[src/rtl/prog_pkg.sv]
package prog_pkg;
  typedef enum logic [1:0] {BK0 = 2'd0, BK1 = 2'd1, BK2 = 2'd2, BK4 = 2'd3} bank_e;

  localparam int unsigned FIELD_W = 14;

  function automatic logic [FIELD_W-1:0] slot_default(input int unsigned idx, input int unsigned w);
    return FIELD_W'(idx * 256 + w);
  endfunction
endpackage

[src/rtl/prog_decode.sv]
module prog_decode
  import prog_pkg::*;
(
  input  logic [15:0]        word_i,
  output logic               first_o,
  output bank_e              bank_o,
  output logic               rsvd_o,
  output logic [FIELD_W-1:0] field_o
);
  always_comb begin
    first_o = word_i[15];
    rsvd_o  = 1'b0;
    if (word_i[14]) begin
      bank_o  = bank_e'(word_i[13:12]);
      rsvd_o  = (word_i[13:12] == 2'b11);
      field_o = {2'b00, word_i[11:0]};
    end else begin
      bank_o  = BK4;
      field_o = word_i[13:0];
    end
  end
endmodule

[src/rtl/prog_busy.sv]
module prog_busy #(
  parameter int unsigned BUSY_CYC = 1000
) (
  input  logic clk_i,
  input  logic rst_ni,
  input  logic start_i,
  output logic ready_o
);
  localparam int unsigned CW = $clog2(BUSY_CYC + 1);

  logic [CW-1:0] cnt_q;

  always_ff @(posedge clk_i or negedge rst_ni) begin
    if (!rst_ni)            cnt_q <= '0;
    else if (start_i)       cnt_q <= CW'(BUSY_CYC);
    else if (cnt_q != '0)   cnt_q <= cnt_q - 1'b1;
  end

  assign ready_o = (cnt_q == '0);

  // busy window shrinks by one each cycle
  a_r6_count_down: assert property (@(posedge clk_i) disable iff (!rst_ni)
    (cnt_q != '0 && !start_i) |=> (cnt_q == $past(cnt_q) - 1'b1));
  a_r6_ready_returns: assert property (@(posedge clk_i) disable iff (!rst_ni)
    (cnt_q == CW'(1) && !start_i) |=> ready_o);
endmodule

[src/rtl/prog_bank.sv]
module prog_bank
  import prog_pkg::*;
#(
  parameter int unsigned IDX   = 0,
  parameter int unsigned WORDS = 8,
  parameter int unsigned DW    = 12
) (
  input  logic               clk_i,
  input  logic               rst_ni,
  input  logic               first_i,
  input  logic               cont_i,
  input  logic [FIELD_W-1:0] field_i,
  input  logic [3:0]         rd_word_i,
  output logic [FIELD_W-1:0] rd_data_o,
  output logic               can_cont_o
);
  localparam int unsigned AW = (WORDS > 1) ? $clog2(WORDS) : 1;
  localparam int unsigned PW = $clog2(WORDS + 1);

  logic [DW-1:0] mem_q [WORDS];
  logic [PW-1:0] ptr_q;
  logic          open_q;

  always_ff @(posedge clk_i or negedge rst_ni) begin
    if (!rst_ni) begin
      open_q <= 1'b0;
      ptr_q  <= '0;
      for (int i = 0; i < WORDS; i++) mem_q[i] <= DW'(slot_default(IDX, i));
    end else if (first_i) begin
      mem_q[0] <= field_i[DW-1:0];
      ptr_q    <= PW'(1);
      open_q   <= 1'b1;
    end else if (cont_i) begin
      mem_q[ptr_q[AW-1:0]] <= field_i[DW-1:0];
      ptr_q                <= ptr_q + 1'b1;
    end
  end

  assign can_cont_o = open_q && (ptr_q < PW'(WORDS));

  always_comb begin
    rd_data_o = '0;
    if (rd_word_i < 4'(WORDS)) rd_data_o = FIELD_W'(mem_q[rd_word_i[AW-1:0]]);
  end

  a_r10_ptr_bound: assert property (@(posedge clk_i) disable iff (!rst_ni)
    ptr_q <= PW'(WORDS));
  a_r2_first_rewinds: assert property (@(posedge clk_i) disable iff (!rst_ni)
    first_i |=> (ptr_q == PW'(1)) && (mem_q[0] == $past(field_i[DW-1:0])));
  a_r3_ptr_step: assert property (@(posedge clk_i) disable iff (!rst_ni)
    (cont_i && !first_i) |=> (ptr_q == $past(ptr_q) + 1'b1));
endmodule

[src/rtl/prog_port.sv]
module prog_port
  import prog_pkg::*;
#(
  parameter int unsigned BUSY_CYC = 1000,
  parameter int unsigned B0_WORDS = 8,
  parameter int unsigned B1_WORDS = 4,
  parameter int unsigned B2_WORDS = 4,
  parameter int unsigned B4_WORDS = 8
) (
  input  logic        clk_i,
  input  logic        rst_ni,
  input  logic        wr_en_i,
  input  logic [15:0] wr_data_i,
  input  logic        rx_en_i,
  input  logic        tx_en_i,
  input  logic        proc_en_i,
  input  logic        clk_en_i,
  input  logic        ovr_en_i,
  input  logic        err_clr_i,
  input  logic [1:0]  rd_bank_i,
  input  logic [3:0]  rd_word_i,
  output logic        ready_o,
  output logic        err_o,
  output logic [13:0] rd_data_o
);
  localparam int unsigned NBANK = 4;

  logic               first;
  bank_e              bank;
  logic               rsvd;
  logic [FIELD_W-1:0] field;
  logic               ready;
  logic               permit, legal, accept, reject;
  logic               err_q;
  logic [NBANK-1:0]   can_cont, we_first, we_cont;
  logic [NBANK-1:0][FIELD_W-1:0] rd_all;

  prog_decode u_dec (
    .word_i (wr_data_i),
    .first_o(first),
    .bank_o (bank),
    .rsvd_o (rsvd),
    .field_o(field)
  );

  prog_busy #(.BUSY_CYC(BUSY_CYC)) u_busy (
    .clk_i  (clk_i),
    .rst_ni (rst_ni),
    .start_i(accept),
    .ready_o(ready)
  );

  assign permit = !rx_en_i && !tx_en_i && proc_en_i && clk_en_i && ovr_en_i;
  assign legal  = ready && permit && !rsvd && (first || can_cont[bank]);
  assign accept = wr_en_i && legal;
  assign reject = wr_en_i && !legal;

  for (genvar g = 0; g < NBANK; g++) begin : g_bank
    localparam int unsigned NW = (g == 0) ? B0_WORDS : (g == 1) ? B1_WORDS :
                                 (g == 2) ? B2_WORDS : B4_WORDS;
    localparam int unsigned DW = (g == 3) ? 14 : 12;

    assign we_first[g] = accept && first  && (bank == bank_e'(g));
    assign we_cont[g]  = accept && !first && (bank == bank_e'(g));

    prog_bank #(.IDX(g), .WORDS(NW), .DW(DW)) u_bank (
      .clk_i     (clk_i),
      .rst_ni    (rst_ni),
      .first_i   (we_first[g]),
      .cont_i    (we_cont[g]),
      .field_i   (field),
      .rd_word_i (rd_word_i),
      .rd_data_o (rd_all[g]),
      .can_cont_o(can_cont[g])
    );
  end

  always_ff @(posedge clk_i or negedge rst_ni) begin
    if (!rst_ni)        err_q <= 1'b0;
    else if (reject)    err_q <= 1'b1;
    else if (err_clr_i) err_q <= 1'b0;
  end

  assign ready_o   = ready;
  assign err_o     = err_q;
  assign rd_data_o = rd_all[rd_bank_i];

  a_r6_busy_after_accept: assert property (@(posedge clk_i) disable iff (!rst_ni)
    accept |=> !ready_o);
  a_r7_busy_write_flags: assert property (@(posedge clk_i) disable iff (!rst_ni)
    (wr_en_i && !ready_o) |=> err_o);
  a_r5_reserved_flags: assert property (@(posedge clk_i) disable iff (!rst_ni)
    (wr_en_i && wr_data_i[14:12] == 3'b111) |=> err_o);
  a_r12_err_sticky: assert property (@(posedge clk_i) disable iff (!rst_ni)
    (err_o && !err_clr_i) |=> err_o);
endmodule

[config.mk]
export PLATFORM = sky130hd
export DESIGN_NAME = prog_port
export DESIGN_NICKNAME = d
export VERILOG_FILES = /design/src/rtl/prog_pkg.sv /design/src/rtl/prog_decode.sv /design/src/rtl/prog_busy.sv /design/src/rtl/prog_bank.sv /design/src/rtl/prog_port.sv
export SDC_FILE = /design/constraint.sdc
export NUM_CORES = 1
export LEC_CHECK = 0
export BUFFER_PORTS_ARGS = -buffer_cell sky130_fd_sc_hd__clkbuf_2
export CAP_MARGIN = 15
export CELL_PAD_IN_SITES_DETAIL_PLACEMENT = 0
export CELL_PAD_IN_SITES_GLOBAL_PLACEMENT = 1
export CORE_MARGIN = 2
export CORE_UTILIZATION = 45
export DETAILED_ROUTE_END_ITERATION = 6
export GPL_ROUTABILITY_DRIVEN = 0
export PLACE_DENSITY = 0.71
export SLEW_MARGIN = 20
export SYNTH_ARGS = -nofsm -noshare
export SYNTH_HDL_FRONTEND = slang
export SYNTH_HIERARCHICAL = 1
export SYNTH_SLANG_ARGS = --single-unit
[constraint.sdc]
create_clock -name clk_i -period 9.1 [get_ports clk_i]
set_clock_uncertainty 0.1 [all_clocks]
set_input_delay 2.275 -clock clk_i [delete_from_list [all_inputs] [get_ports clk_i]]
set_output_delay 2.275 -clock clk_i [all_outputs]
set_load 0.005 [all_outputs]
==> flow_summary.yaml, run 1 <==
timing:
  fin_crit_sh_pct: 78.6
  setup_viol: 0
  tightest_slew_ps: 1050
  period_minus_slack_ps: 7150
  max_freq_ghz: 0.140
  relSlewSlack_pct: 29.8
  rsz0062_at_grt: "false"
  hold_ws_ps: 354
  tns_ps: 0
  slew_viol_final: 0
  finalHoldViolCount: 0
global_route:
  grt_overflow: 0
  grt_max_degree: 139
  grt_antenna_before_repair: 3
  track_usage_pct: 20.3
  grt_first_pass_wirelength_um: 59300
  grt_pass1_vias: 9622
clocking:
  h-tree-depth: 2
  clk_pin_slew_ps: 60
  cts_tree: "done"
  cts_setup_buffers: 0
  cts-root-buf: "clkbuf_16"
  worst_skew_pair.late_latency_ps: 520
  cts_resized: 0
  clock-sinks: 333
  postCtsHoldBufs: 0
  cts_buffers: 39
  clock_path_buffers: 3
layout:
  multi_input_area_um2: 7450
  utilization_pct: 49.8
  syn_to_final_growth_pct: 9.82
  seq_area_um2: 8400
  finalNetCount: 1140
  finalNonFillerCells: 1598
  num-fill-cells: 3084
  drive_gt1_share_pct: 51.4
flow_run:
  maxCapViolations: 0
routing:
  via_per_inst: 5.67
  wire_per_inst_um: 23.5
  drt_iter0_markers: 516
  dr.pass1.iters: 4
  dr_total_vias: 9058
  finalWirelength_um: 37600
  drc_errors: 0
  antenna_left: 0
pwr:
  leakage_nw: 8.97
  peakVddDrop_mv: 0.132
  power_density_nw_per_um2: 172
critical_path:
  crit_chain: "clkbuf_2 > buf_12 > or3_1 > o22ai_1 > mux4_2 > clkbuf_2"
  crit_buf_inv: 3
  critical_path_depth: 6
  critPathLaunch: "rd_word_i[2]"
  arrival_ps: 4780
  reg2reg_depth: 10
  cp-start-kind: "primary input"
  cp_common_cell: "clkbuf_2"
  cp-end-kind: "output port"
  cpMaxStageDelayCell: "clkbuf_2"
  cp.required_ps: 6730
  critPathMaxFanout: 33
  crit_family: "buffers and inverters"
  reg2reg_from: "u_busy/cnt_q[0]"
  cpPeakStageDelay_ps: 610
  path_class: "primary input to output port"
floorplanning:
  core_um2: 36300
  start_util_pct: 45.4
  die_h_um: 195
  fp-row-count: 70
  ios: 47
  die-area_um2: 38200
  die_w_um: 195
placement:
  dpl.hpwl_um: 23400
  dp_cells: 1525
  port_buffers: 46
synthesis:
  yosysMostFrequentCell: "dfrtp_1"
  synth_area_leaders: "dfrtp_1 42%, mux2_2 17%, mux4_2 9.0%, dfstp_2 8.9%, mux2_4 5.5%"
  synth_seq_cells: 333
  synthCells: 1079
  yosys.area.top_type: "dfrtp_1"
  synth_enable_flop_cells: 0
  yosys_warnings: 6
  async_flop_share_pct: 100
  avgSynthCellArea_um2: 15.3
  synth_common_cells: "277 x dfrtp_1, 246 x mux2_2, 80 x mux2i_1"
  synth_top_cell_area_share_pct: 42.0
  synth-main-ff-cell: "dfrtp_1"
  synth_cell_types: 53
  synthesis.area_um2: 16500
  synth_seq_area_share_pct: 50.9
worst_hold_path:
  min_from: "g_bank[0].u_bank/open_q"
  hold_path.class: "flop to flop"
  min_path_cells: 1
run_status:
  outcome: "finished, final reports clean"
cells in the final DEF (no fill, tap or decap), types with 4 or more instances in the layout:
cell	instances
clkbuf_16	40
buf_4	12
nor3b_2	6
nor2b_1	7
or2_2	4
inv_1	9
nand3b_1	6
clkbuf_8	7
dfrtp_1	277
mux2i_1	80
xor2_1	4
o22ai_1	25
nand2b_1	9
or3_1	6
ha_1	11
and3_1	4
o21ai_0	5
mux2_2	246
clkbuf_1	13
dfstp_2	56
clkinv_2	6
nand3b_4	8
mux2_4	60
xnor2_1	4
nand2_1	8
mux4_2	66
conb_1	6
nor2_1	46
clkbuf_2	44
worst register-to-register path: stages (launching register included):
cell and delay (ps):
dfrtp_1 400, inv_1 90, ha_1 240, or4b_4 550, nor4_4 460, nand4b_1 270, nor4_2 380, nor4b_2 910
nor3b_1 410, nand3b_1 580, mux2_2 490
where the power goes:
| part | internal [mW] | total (mW) | switching (mW) |
|---|---|---|---|
| Sequential | 1.48 | 1.48 | 0.000200 |
| Clock | 0.902 | 1.51 | 0.611 |
| Combinational | 0.0317 | 0.123 | 0.0910 |
layer usage:
| layer | up-vias | routed length (µm) | global-route usage (%) | share of wire (%) |
|---|---|---|---|---|
| met4 | 2 | 830 | 5.51 | 2.2 |
| met1 | 4847 | 17800 | 29.3 | 47 |
| met2 | 146 | 17800 | 32.4 | 47 |
| met3 | 48 | 1150 | 2.87 | 3.1 |
| met5 | - | 8 | 0 | 0.021 |
| li1 | 4015 | - | - | - |
path summary, 6_finish.rpt:
check                                                    to  slack (ps)
max in group asynchronous       g_bank[3].u_bank/mem_q[110]        5580
worst min-delay path                g_bank[0].u_bank/open_q         350
min in group asynchronous        g_bank[1].u_bank/mem_q[31]        1760
worst max-delay path                           rd_data_o[1]        1950
worst min register to register      g_bank[0].u_bank/open_q         350
worst max register to register   g_bank[0].u_bank/mem_q[66]        4110
flip-flops by register name (all words and copies together), names as in the netlist:
name,count
err_o,1
g_bank.u_bank/mem_q,304
g_bank.u_bank/open_q,4
g_bank.u_bank/ptr_q,14
u_busy/cnt_q,10
layout make-up:
class                      instances  area share (%)
antenna                            1          0.0138
clock buffer                      60            6.33
clock inverter                    12           0.615
inverter                           9           0.187
multi-input combinational        655            41.2
sequential                       333            46.4
tap                              468            3.23
timing repair buffer              60            2.08
cells by family (layout without fill, tap and decap cells):
kind of cell	Yosys count	count (layout)	share of synthesized area, %
adder cells (fa/ha/maj)	11	11	0.834
XOR/XNOR	8	8	0.425
buffers and inverters	94	141	4.04
flip-flops	333	333	50.9
AND/OR/NAND/NOR	129	129	5.45
multiplexers	452	452	36.1
other	3	7	0.0683
AO/OA/AOI/OAI	49	49	2.10
through the flow:
| stage | setup slack, ps | cell area [µm²] | power [mW] |
|---|---|---|---|
| after detailed placement | 1980 | 16800 | 1.64 |
| after global placement | 1990 | 16800 | 1.64 |
| final | 1950 | 18100 | 3.12 |
| after CTS | 1950 | 18100 | 3.16 |
| after global routing | 1900 | 18100 | 3.23 |
| after floorplan | 2790 | 16500 | 1.58 |
No activity file was read; power rests on OpenSTA's default activity.
==> run 2, diff against run 1 <==
==> constraint.sdc (replaced) <==
create_clock -name clk_i -period 6.7 [get_ports clk_i]
set_clock_uncertainty 0.1 [all_clocks]
set_input_delay 1.675 -clock clk_i [delete_from_list [all_inputs] [get_ports clk_i]]
set_output_delay 1.675 -clock clk_i [all_outputs]
set_load 0.005 [all_outputs]
==> flow_summary.yaml, run 2 (same netlist as run 1, synthesis figures left out) <==
run_status:
  outcome: "finished, final reports clean"
global_route:
  grt_antenna_before_repair: 1
  grt_max_degree: 149
  grt_first_pass_wirelength_um: 59700
  track_usage_pct: 20.4
  grt_overflow: 0
  grt_pass1_vias: 9748
timing:
  finalWorstSetupSlack_ps: 995
  rsz0062_at_grt: "false"
  finalHoldViolCount: 0
  max_freq_ghz: 0.175
  setup_viol: 0
  tns_ps: 0
  period_minus_slack_ps: 5700
  relSlewSlack_pct: 32.0
  hold_ws_ps: 349
  tightest_slew_ps: 1020
  fin_crit_sh_pct: 85.1
  slew_viol_final: 0
clocking:
  cts_buffers: 38
  cts_resized: 0
  h-tree-depth: 2
  cts-root-buf: "clkbuf_16"
  cts_setup_buffers: 0
  clock_path_buffers: 3
  postCtsHoldBufs: 0
  clk_pin_slew_ps: 50
  clock-sinks: 333
  cts_tree: "done"
  worst_skew_pair.late_latency_ps: 520
worst_hold_path:
  min_path_cells: 1
  hold_path.class: "flop to flop"
  min_from: "g_bank[3].u_bank/open_q"
routing:
  antenna_left: 0
  via_per_inst: 5.61
  dr_total_vias: 9009
  drc_errors: 0
  finalWirelength_um: 37700
  drt_iter0_markers: 507
  wire_per_inst_um: 23.4
  dr.pass1.iters: 4
layout:
  finalNetCount: 1152
  reg_top3: "g_bank.u_bank/mem_q (304), g_bank.u_bank/ptr_q (14), u_busy/cnt_q (10)"
  drive_gt1_share_pct: 52.0
  largest_register_ffs: 304
  syn_to_final_growth_pct: 10.4
  layout_commonest_cell: "dfrtp_1"
  top_register: "g_bank.u_bank/mem_q"
  layout_common_cells: "277 x dfrtp_1, 246 x mux2_2, 80 x mux2i_1, 66 x mux4_2, 60 x mux2_4"
  antenna_cells: 0
critical_path:
  cp.required_ps: 4930
  cp-start-kind: "primary input"
  cp-endpoint: "rd_data_o[9]"
  reg2reg_from: "u_busy/cnt_q[0]"
  reg2reg_depth: 11
  cp-end-kind: "output port"
  critPathLaunch: "rd_word_i[1]"
  arrival_ps: 3930
  critPathMaxFanout: 34
  path_class: "primary input to output port"
  regToRegEndpoint: "g_bank[0].u_bank/mem_q[41]"
  r2r_setup_slack_ps: 1850
placement:
  place_ws_ps: 946
  port_buffers: 46
  dpl.hpwl_um: 23600
floorplanning:
  ios: 47
  die_h_um: 195
  die_w_um: 195
  start_util_pct: 45.4
  die-area_um2: 38200
  fp-row-count: 70
  core_um2: 36300
pwr:
  leakage_nw: 9.03
  power_density_nw_per_um2: 234
  peakVddDrop_mv: 0.161
  total_power_mw: 4.26
flow_run:
  maxCapViolations: 0
## run 2: cell count changes in the layout (fill, tap and decap cells not counted), sizes merged
cell      previous run  this run
clkinvlp             0         1
clkbuf             104       100
clkinv               9         7
buf                 16        29
bufinv               1         3
diode                1         0
## run 2: per-stage QoR
stage / cell area (µm²) / utilization, % / cells
finish: 18200 / 50.1 / 1607
global route: 18200 / 50.1 / 1607
CTS: 18200 / 50.1 / 1607
detailed placement: 16900 / 46.6 / 1538
global placement: 16900 / 46.6 / 1538
floorplan: 16500 / - / 1082
## run 2: report_power, final
| part | switching, mW | internal [mW] | total [mW] |
|---|---|---|---|
| Clock | 0.819 | 1.26 | 2.08 |
| Sequential | 0.000219 | 2.01 | 2.01 |
| Combinational | 0.125 | 0.0467 | 0.172 |
## run 2: worst min-delay path by stage
stage	endpoint	slack (ps)
global route	g_bank[3].u_bank/open_q	370
finish	g_bank[3].u_bank/open_q	350
CTS	g_bank[3].u_bank/open_q	350
global placement	g_bank[0].u_bank/open_q	340
detailed placement	g_bank[1].u_bank/open_q	340
floorplan	g_bank[0].u_bank/open_q	330
## run 2: critical path, cell delays in order
cell	delay, ps
buf_6	380
buf_4	410
mux4_2	550
mux2i_1	150
nor2_1	70
mux4_2	510
clkbuf_2	140
## run 2: final cells by class
type | count | area, µm²
Fill cell | 3099 | 18100
Sequential cell | 333 | 8400
Multi-Input combinational cell | 655 | 7450
Clock buffer | 56 | 1100
Tap cell | 468 | 586
Timing Repair Buffer | 73 | 474
Clock inverter | 13 | 153
Inverter | 9 | 33.8
## run 2: per-layer routing
layer	routed length (µm)	vias up	GRT usage [%]
li1	-	4039	-
met1	16700	4793	27.8
met2	18600	131	34.8
met3	1660	46	2.82
met4	665	0	4.95
met5	0	-	0
